### config.mk
export PLATFORM = sky130hd
export DESIGN_NAME = frame_bitmap_alloc
export DESIGN_NICKNAME = d
export VERILOG_FILES = /design/src/rtl/fba_pkg.sv /design/src/rtl/fba_lowest_free.sv /design/src/rtl/fba_bitmap.sv /design/src/rtl/frame_bitmap_alloc.sv
export SDC_FILE = /design/constraint.sdc
export NUM_CORES = 1
export LEC_CHECK = 0
export BUFFER_PORTS_ARGS = -buffer_cell sky130_fd_sc_hd__buf_4
export CORE_MARGIN = 2
export CORE_UTILIZATION = 40
export CTS_CLUSTER_DIAMETER = 200
export DETAILED_ROUTE_END_ITERATION = 6
export PLACE_DENSITY = 0.64
export SYNTH_ARGS = -nofsm -noshare
export SYNTH_HDL_FRONTEND = slang
export SYNTH_HIERARCHICAL = 1
export SYNTH_SLANG_ARGS = --single-unit
### constraint.sdc
create_clock -name clk -period 3.3 [get_ports clk]
set_clock_uncertainty 0.15 [all_clocks]
set_input_delay 0.33 -clock clk [delete_from_list [all_inputs] [get_ports clk]]
set_output_delay 0.33 -clock clk [all_outputs]
set_load 0.05 [all_outputs]
### src/rtl/fba_pkg.sv
package fba_pkg;

    typedef enum logic {
        FBA_IDLE   = 1'b0,
        FBA_STREAM = 1'b1
    } fba_state_e;

    typedef struct packed {
        logic req;
        logic err;
    } fba_event_t;

endpackage

### src/rtl/fba_lowest_free.sv
module fba_lowest_free #(
    parameter int NUM_FRAMES = 64,
    parameter int IDX_W      = $clog2(NUM_FRAMES)
) (
    input  logic [NUM_FRAMES-1:0] used,
    output logic                  found,
    output logic [IDX_W-1:0]      idx
);
    // Scan from the top down so the last hit written is the lowest free frame.
    always_comb begin
        found = 1'b0;
        idx   = '0;
        for (int i = NUM_FRAMES - 1; i >= 0; i--) begin
            if (!used[i]) begin
                found = 1'b1;
                idx   = IDX_W'(i);
            end
        end
    end
endmodule

### src/rtl/fba_bitmap.sv
module fba_bitmap #(
    parameter int NUM_FRAMES = 64,
    parameter int IDX_W      = $clog2(NUM_FRAMES)
) (
    input  logic                  clk,
    input  logic                  rst,
    input  logic                  set_en,
    input  logic [IDX_W-1:0]      set_idx,
    input  logic                  clr_en,
    input  logic [IDX_W-1:0]      clr_idx,
    output logic [NUM_FRAMES-1:0] used
);
    for (genvar g = 0; g < NUM_FRAMES; g++) begin : g_bit
        always_ff @(posedge clk) begin
            if (rst) begin
                used[g] <= 1'b0;
            end else if (set_en && (set_idx == IDX_W'(g))) begin
                used[g] <= 1'b1;
            end else if (clr_en && (clr_idx == IDX_W'(g))) begin
                used[g] <= 1'b0;
            end
        end
    end
endmodule

### src/rtl/frame_bitmap_alloc.sv
module frame_bitmap_alloc
    import fba_pkg::*;
#(
    parameter int NUM_FRAMES = 64,
    parameter int IDX_W      = $clog2(NUM_FRAMES),
    parameter int CNT_W      = $clog2(NUM_FRAMES + 1)
) (
    input  logic             clk,
    input  logic             rst,
    input  logic             alloc_req,
    input  logic [CNT_W-1:0] alloc_num,
    input  logic             free_req,
    input  logic [IDX_W-1:0] free_frame,
    output logic             busy,
    output logic             alloc_reject,
    output logic             grant_valid,
    output logic [IDX_W-1:0] grant_frame,
    output logic             grant_last,
    output logic             free_err,
    output logic [CNT_W-1:0] free_count
);
    localparam logic [CNT_W-1:0] FULL_COUNT = CNT_W'(NUM_FRAMES);

    fba_state_e            state_q;
    logic [CNT_W-1:0]      remain_q;
    logic [CNT_W-1:0]      count_q;
    logic [NUM_FRAMES-1:0] map_q;
    logic                  low_found;
    logic [IDX_W-1:0]      low_idx;

    logic       idle;
    logic       accept;
    fba_event_t alloc_ev;
    fba_event_t free_ev;
    logic       free_hit;
    logic       step;

    fba_lowest_free #(.NUM_FRAMES(NUM_FRAMES), .IDX_W(IDX_W)) finder_i (
        .used  (map_q),
        .found (low_found),
        .idx   (low_idx)
    );

    assign idle   = (state_q == FBA_IDLE);
    assign accept = idle && alloc_req && (alloc_num != '0) && (alloc_num <= count_q);
    assign step   = (state_q == FBA_STREAM) && low_found;

    always_comb begin
        alloc_ev.req = idle && alloc_req;
        alloc_ev.err = idle && alloc_req && !accept;
        free_ev.req  = idle && !alloc_req && free_req;
        free_hit     = 1'b0;
        for (int i = 0; i < NUM_FRAMES; i++) begin
            if (free_frame == IDX_W'(i)) begin
                free_hit = map_q[i];
            end
        end
        free_ev.err  = free_ev.req && !free_hit;
    end

    fba_bitmap #(.NUM_FRAMES(NUM_FRAMES), .IDX_W(IDX_W)) bitmap_i (
        .clk     (clk),
        .rst     (rst),
        .set_en  (step),
        .set_idx (low_idx),
        .clr_en  (free_ev.req && free_hit),
        .clr_idx (free_frame),
        .used    (map_q)
    );

    always_ff @(posedge clk) begin
        if (rst) begin
            state_q      <= FBA_IDLE;
            remain_q     <= '0;
            count_q      <= FULL_COUNT;
            grant_valid  <= 1'b0;
            grant_frame  <= '0;
            grant_last   <= 1'b0;
            alloc_reject <= 1'b0;
            free_err     <= 1'b0;
        end else begin
            grant_valid  <= step;
            grant_frame  <= low_idx;
            grant_last   <= step && (remain_q == CNT_W'(1));
            alloc_reject <= alloc_ev.err;
            free_err     <= free_ev.err;

            if (step) begin
                count_q <= count_q - CNT_W'(1);
            end else if (free_ev.req && free_hit) begin
                count_q <= count_q + CNT_W'(1);
            end

            case (state_q)
                FBA_IDLE: begin
                    if (accept) begin
                        state_q  <= FBA_STREAM;
                        remain_q <= alloc_num;
                    end
                end
                FBA_STREAM: begin
                    remain_q <= remain_q - CNT_W'(1);
                    if (remain_q == CNT_W'(1)) begin
                        state_q <= FBA_IDLE;
                    end
                end
                default: state_q <= FBA_IDLE;
            endcase
        end
    end

    assign busy       = (state_q == FBA_STREAM);
    assign free_count = count_q;

endmodule

* After elaboration in Yosys (flattened, before gate mapping)
Cells that the tools add are included.
Storage, ports and cells: flip-flop bits (word level) 89, memory bits (read-only) 0, bits in writable memories 0, latch bits 0, logic and storage cells 741, memories 0, input bits 17, output and inout port bits 18
Cells by class: shift operators 0, magnitude comparators 1, multiply operators 0, $add $sub $neg 3, bitwise gates (word level) 1, mux-type cells 327, eq/ne operators 128, divide/modulo/power cells 0, reductions and logical operators 209
Operator list (count):
- $eq A6 B6 Y1 const B | 64
- $mux W6 | 64
- $mux W1 | 258
- $eq A6 B5 Y1 const B | 32
- $logic_and A1 B1 Y1 | 138
- $reduce_bool A2 Y1 | 65
- $eq A6 B4 Y1 const B | 16
- $eq A6 B3 Y1 const B | 8
- $eq A6 B2 Y1 const B | 4
- $mux W7 | 3
- $pmux W7 S2 | 1
- $sub A7 B1 Y7 const B | 2
- $eq A6 B1 Y1 const B | 2
- $logic_not A6 Y1 | 2
- $add A7 B1 Y7 const B | 1
- $eq A7 B1 Y1 const B | 1
- $le A7 B7 Y1 | 1
- $reduce_bool A7 Y1 | 1
- $logic_not A1 Y1 | 3
- $ne A2 B1 Y1 const B | 1
- $pmux W1 S2 | 1
- $not A1 Y1 | 1

* Depth between registers and ports, before layout
depth in word-level cells 69, gate-level depth with buffers 16, depth with buffers taken out 16

* By module
The synthesis kept the hierarchy.
By module, submodules not included:
- fba_bitmap | seq. area each 1281.2 um2, area each 2745.1 um2, instances 1, cells an instance 322
- frame_bitmap_alloc | seq. area each 500.5 um2, area each 2494.9 um2, instances 1, cells an instance 332
- fba_lowest_free | seq. area each 0.0 um2, area each 818.3 um2, instances 1, cells an instance 144

* Worst setup path after synthesis
Ideal clock, no wire load.
path type register -> register, start register bitmap_i.used[36], end register count_q[6] (netlist: free_count[6]), slack 0.037 ns, data arrival time 3.041 ns, cell stages (with the launch flop) 16, required time 3.078 ns, period minus slack after synthesis 3.263 ns, path buffers 0, library setup time 0.072 ns, cell sequence dfxtp_1 nand4_1 or3_1 and2b_1 nand3_1 nand2_1 inv_1 ha_1 nor2b_1 o21ai_0 nand2b_1 a21o_1 a21o_1 and2_1 a31oi_1 mux2i_1
Between the ends: longest elaborated chain between the ends 39, elaborated cells on any way between the ends 69, classes of those cells mux: 66; reduce/logical: 3
RTL lines:
- start, declared | RTL line fba_bitmap.sv:11 | output logic [NUM_FRAMES-1:0] used
- start signal, assigned by index | RTL line fba_bitmap.sv:16 | used[g] <= 1'b0;
- start signal, assigned by index | RTL line fba_bitmap.sv:18 | used[g] <= 1'b1;
- start signal, assigned by index | RTL line fba_bitmap.sv:20 | used[g] <= 1'b0;
- $mux W1 * (37 in series) | RTL line fba_lowest_free.sv:14 | if (!used[i]) begin
- net low_found | RTL line frame_bitmap_alloc.sv:28 | logic low_found;
- $logic_and A1 B1 Y1 * | RTL line frame_bitmap_alloc.sv:46 | assign step = (state_q == FBA_STREAM) && low_found;
- net step | RTL line frame_bitmap_alloc.sv:36 | logic step;
- $mux W7 or $reduce_bool A2 Y1 (tied branches)
- end signal, assigned | RTL line frame_bitmap_alloc.sv:89 | count_q <= count_q - CNT_W'(1);
- end signal, assigned | RTL line frame_bitmap_alloc.sv:91 | count_q <= count_q + CNT_W'(1);
- end, declared | RTL line frame_bitmap_alloc.sv:26 | logic [CNT_W-1:0] count_q;
The timed path passes the listed nets; every way through them passes the cells marked *. A chain may end at the register's enable or synchronous reset.

* Final worst setup path
start register bitmap_i.used[17], end register count_q[5] (netlist: free_count[5])
Between the ends: elaborated cells on any way between the ends 69, classes of those cells mux: 66; reduce/logical: 3
RTL lines (RTL line):
- $mux W1 * (18 in series) | fba_lowest_free.sv:14
- net low_found | frame_bitmap_alloc.sv:28
- $logic_and A1 B1 Y1 * | frame_bitmap_alloc.sv:46
- net step | frame_bitmap_alloc.sv:36
- $mux W7 or $reduce_bool A2 Y1 (tied branches)
Marks and branches as above.

==> summary.txt <==
run status - completed
die area - 0.0161 mm2
CP Launch Type - flip-flop
htree depth - 3
largest net degree at the start of global routing - 65
global placement routability congestion - 1.00
combinational power share - 23.4%
R2R setup slack - 0.20 ns
starting density of the core - 41.4%
Initial DRT Pass Iterations - 5
initial antenna violation count - 0
sequential area share after synthesis - 29.4%
ranking of synthesized cells by area - dfxtp_1 (29%), o21ai_0 (11%), nor2b_1 (9.3%)
worst rel slew slack - 54.6%
Core ar. - 0.0146 mm2
power share of the sequential group - 39.2%
row cnt - 44
Cell Pwr Density - 390 mW/mm2
internal cell power - 2080 uW
Die Ht - 127 um
vias in the first global route - 6107
commonest cells in the synthesized netlist - o21ai_0 (135), nor2b_1 (90), dfxtp_1 (89)
Post-synth EDFFs - 0
share of flip-flops with an asynchronous set or reset - 0%
Avg Cell Area, Syn - 7.59 um2
Max IR drop VDD - 286 uV
switch share - 30.3%
hold_buf cts - 0
FF+latch count, synth - 89
ratio of cells with drive above 1 in the final layout - 21.0%
vias post-DR - 6657
largest area contributor in the netlist - dfxtp_1
post-synthesis instance area - 0.00606 mm2
first-pass GRT wire length - 34.6 mm
Yosys warnings - 6
unrepaired setup endpoints after global routing - false
insertion delay to the later sink of the worst-skew pair - 0.35 ns
port bufs - 34
worst reg-to-reg path cell count - 16
ANT nets after route - 0
Top Ports - 35
Clock Pin Slew Worst Setup and Hold Paths - 0.07 ns
CP Max Fanout - 5
Period minus WS final - 3.10 ns
most instantiated library cell after synthesis - o21ai_0
hold crit path type - input pin to flip-flop
highest clock rate - 322 MHz
Hold EP - remain_q[0]
Antenna Cells - 0
Yosys cell types - 74
Sink Count - 89
Synth Net Count - 830
Lkg Pwr - 0.00296 uW
number of setup violations in the final report - 0
final worst slack - 0.198 ns
reg2reg end - free_count[5]
critical path type - flip-flop to flip-flop
Sum Neg Setup Slack - 0 ns
endpoint type of the worst setup path - flip-flop
Clock Power Share - 37.4%
Setup WS pre-CTS - -0.0511 ns
Max Cap Viol - 0
Worst Path Required - 3.39 ns
CTS max path bufs - 2
FF-to-FF Start - bitmap_i/used[17]
P&R area growth vs syn - 26.5%
Total GRT Usage - 27.4%
total gr overflow - 0
Slew Limit Fails - 0
CTS tree - built
DRT iter0 DRCs - 818
hpwl dp - 16.4 mm
Final #Nets - 958
main flop type after synthesis - dfxtp_1
die width - 127 um
DRC Markers - 0
share of the synthesized area in the top cell type - 29.4%
Net Sw Power - 906 uW
final period utilization - 94.0%
Vias/cell - 5.98
hold path cells - 3
Root Buffer - clkbuf_16
Num CTS Buffers - 9
wire length per cell - 20.0 um
WL final - 22.3 mm
worst hold path startpoint - alloc_num[0]
Worst Path Arrival - 3.19 ns
Synth Instances - 798
Fin. Hold Viols - 0
worst slew pin tran - 0.677 ns
Hold WS - 0.0923 ns
-- power by group through the flow --
stage / combinational [uW] / clock [uW] / sequential (uW)
after floorplan: 390 / 0 / 1260
after global placement: 675 / 0 / 1190
after detailed placement: 679 / 0 / 1190
after CTS: 683 / 1130 / 1170
after global routing: 762 / 1170 / 1180
final: 698 / 1120 / 1170
-- metrics by stage --
stage / util [%] / cells / power (uW) / cell area, um2
3_5_place_dp: 49.8 / 1096 / 1870 / 7290
4_1_cts: 52.0 / 1112 / 2980 / 7620
5_1_grt: 52.3 / 1114 / 3110 / 7660
6_report: 52.3 / 1114 / 2990 / 7660
2_1_floorplan: - / 798 / 1650 / 6060
3_3_place_gp: 49.8 / 1096 / 1870 / 7290
-- cell type report --
type / instances / area (um2)
inverters: 30 / 113
multi-input cells: 640 / 4020
flip-flops and latches: 89 / 1780
fillers: 1408 / 6980
repair buffers: 156 / 1200
well taps: 184 / 230
clock buffers: 10 / 239
clock inverters: 5 / 80.1
-- what timing repair did --
action                     CTS  global route
gates resized for setup      1             8
buffers inserted             1             2
pin swaps                    1             4
cloned                       0             0
setup endpoints to repair    1             6
-- worst max path at each step --
stage	startpoint	endpoint	slack, ns	cells past startpoint
after global routing	bitmap_i/used[17]	free_count[5]	0.04	16
after global placement	bitmap_i/used[22]	free_count[6]	-0.02	16
after CTS	bitmap_i/used[32]	free_count[6]	0.005	15
after floorplan	bitmap_i/used[36]	free_count[6]	0.04	15
final	bitmap_i/used[17]	free_count[5]	0.20	16
after detailed placement	bitmap_i/used[16]	free_count[6]	-0.05	16
-- kinds of logic after synthesis --
kind of cell,synth area share (%)
adders and majority gates,3.22
muxes,3.99
xor gates and xnor gates,0.868
DFF,29.4
AOI/OAI and AO/OA,27.9
and+or+nand+nor,29.8
buffers and inverters,4.77
-- per-layer routing --
metal | up-vias | global-route usage, % | share of wire (%)
met4 | 0 | 9.57 | 2.7
met3 | 47 | 6.16 | 8.4
li1 | 3191 | - | -
met1 | 3138 | 39.8 | 47
met5 | - | 0 | 0
met2 | 281 | 39.9 | 42
-- cells in the final DEF, fill, tap and decap left out, types with 5 or more instances in the layout --
master / count
a31oi_1: 8
nand4b_1: 6
nand4bb_1: 8
clkbuf_16: 9
or4b_1: 5
nand3b_1: 6
inv_1: 29
a21o_1: 7
nand4_1: 20
a21boi_0: 6
dfxtp_1: 89
o211ai_1: 5
mux2i_1: 14
o21ai_1: 31
ha_1: 13
a21oi_1: 39
nor2b_1: 90
o21ai_0: 133
mux2_2: 9
nand3_1: 26
nand2b_1: 13
nor3_1: 16
nand2_1: 51
buf_4: 154
nor2_1: 36
-- critical path: stages (launching register included) --
cell,delay [ns]
dfxtp_1,0.34
nand4_1,0.11
buf_4,0.17
nor4_4,0.32
nand3_1,0.13
inv_1,0.07
nand3_1,0.09
nand2_2,0.09
inv_2,0.08
ha_1,0.27
a21o_1,0.17
a21o_1,0.19
a21o_1,0.17
a21oi_1,0.16
xor2_1,0.16
nor2_1,0.05
mux2_2,0.26
-- state kept, by name, summed over array words and instances, names as in the netlist --
signal / cells
grant_last: 1
grant_frame: 6
free_count: 7
remain_q: 7
busy: 1
alloc_reject: 1
grant_valid: 1
free_err: 1
bitmap_i/used: 64
(Power assumes the default switching activity.)
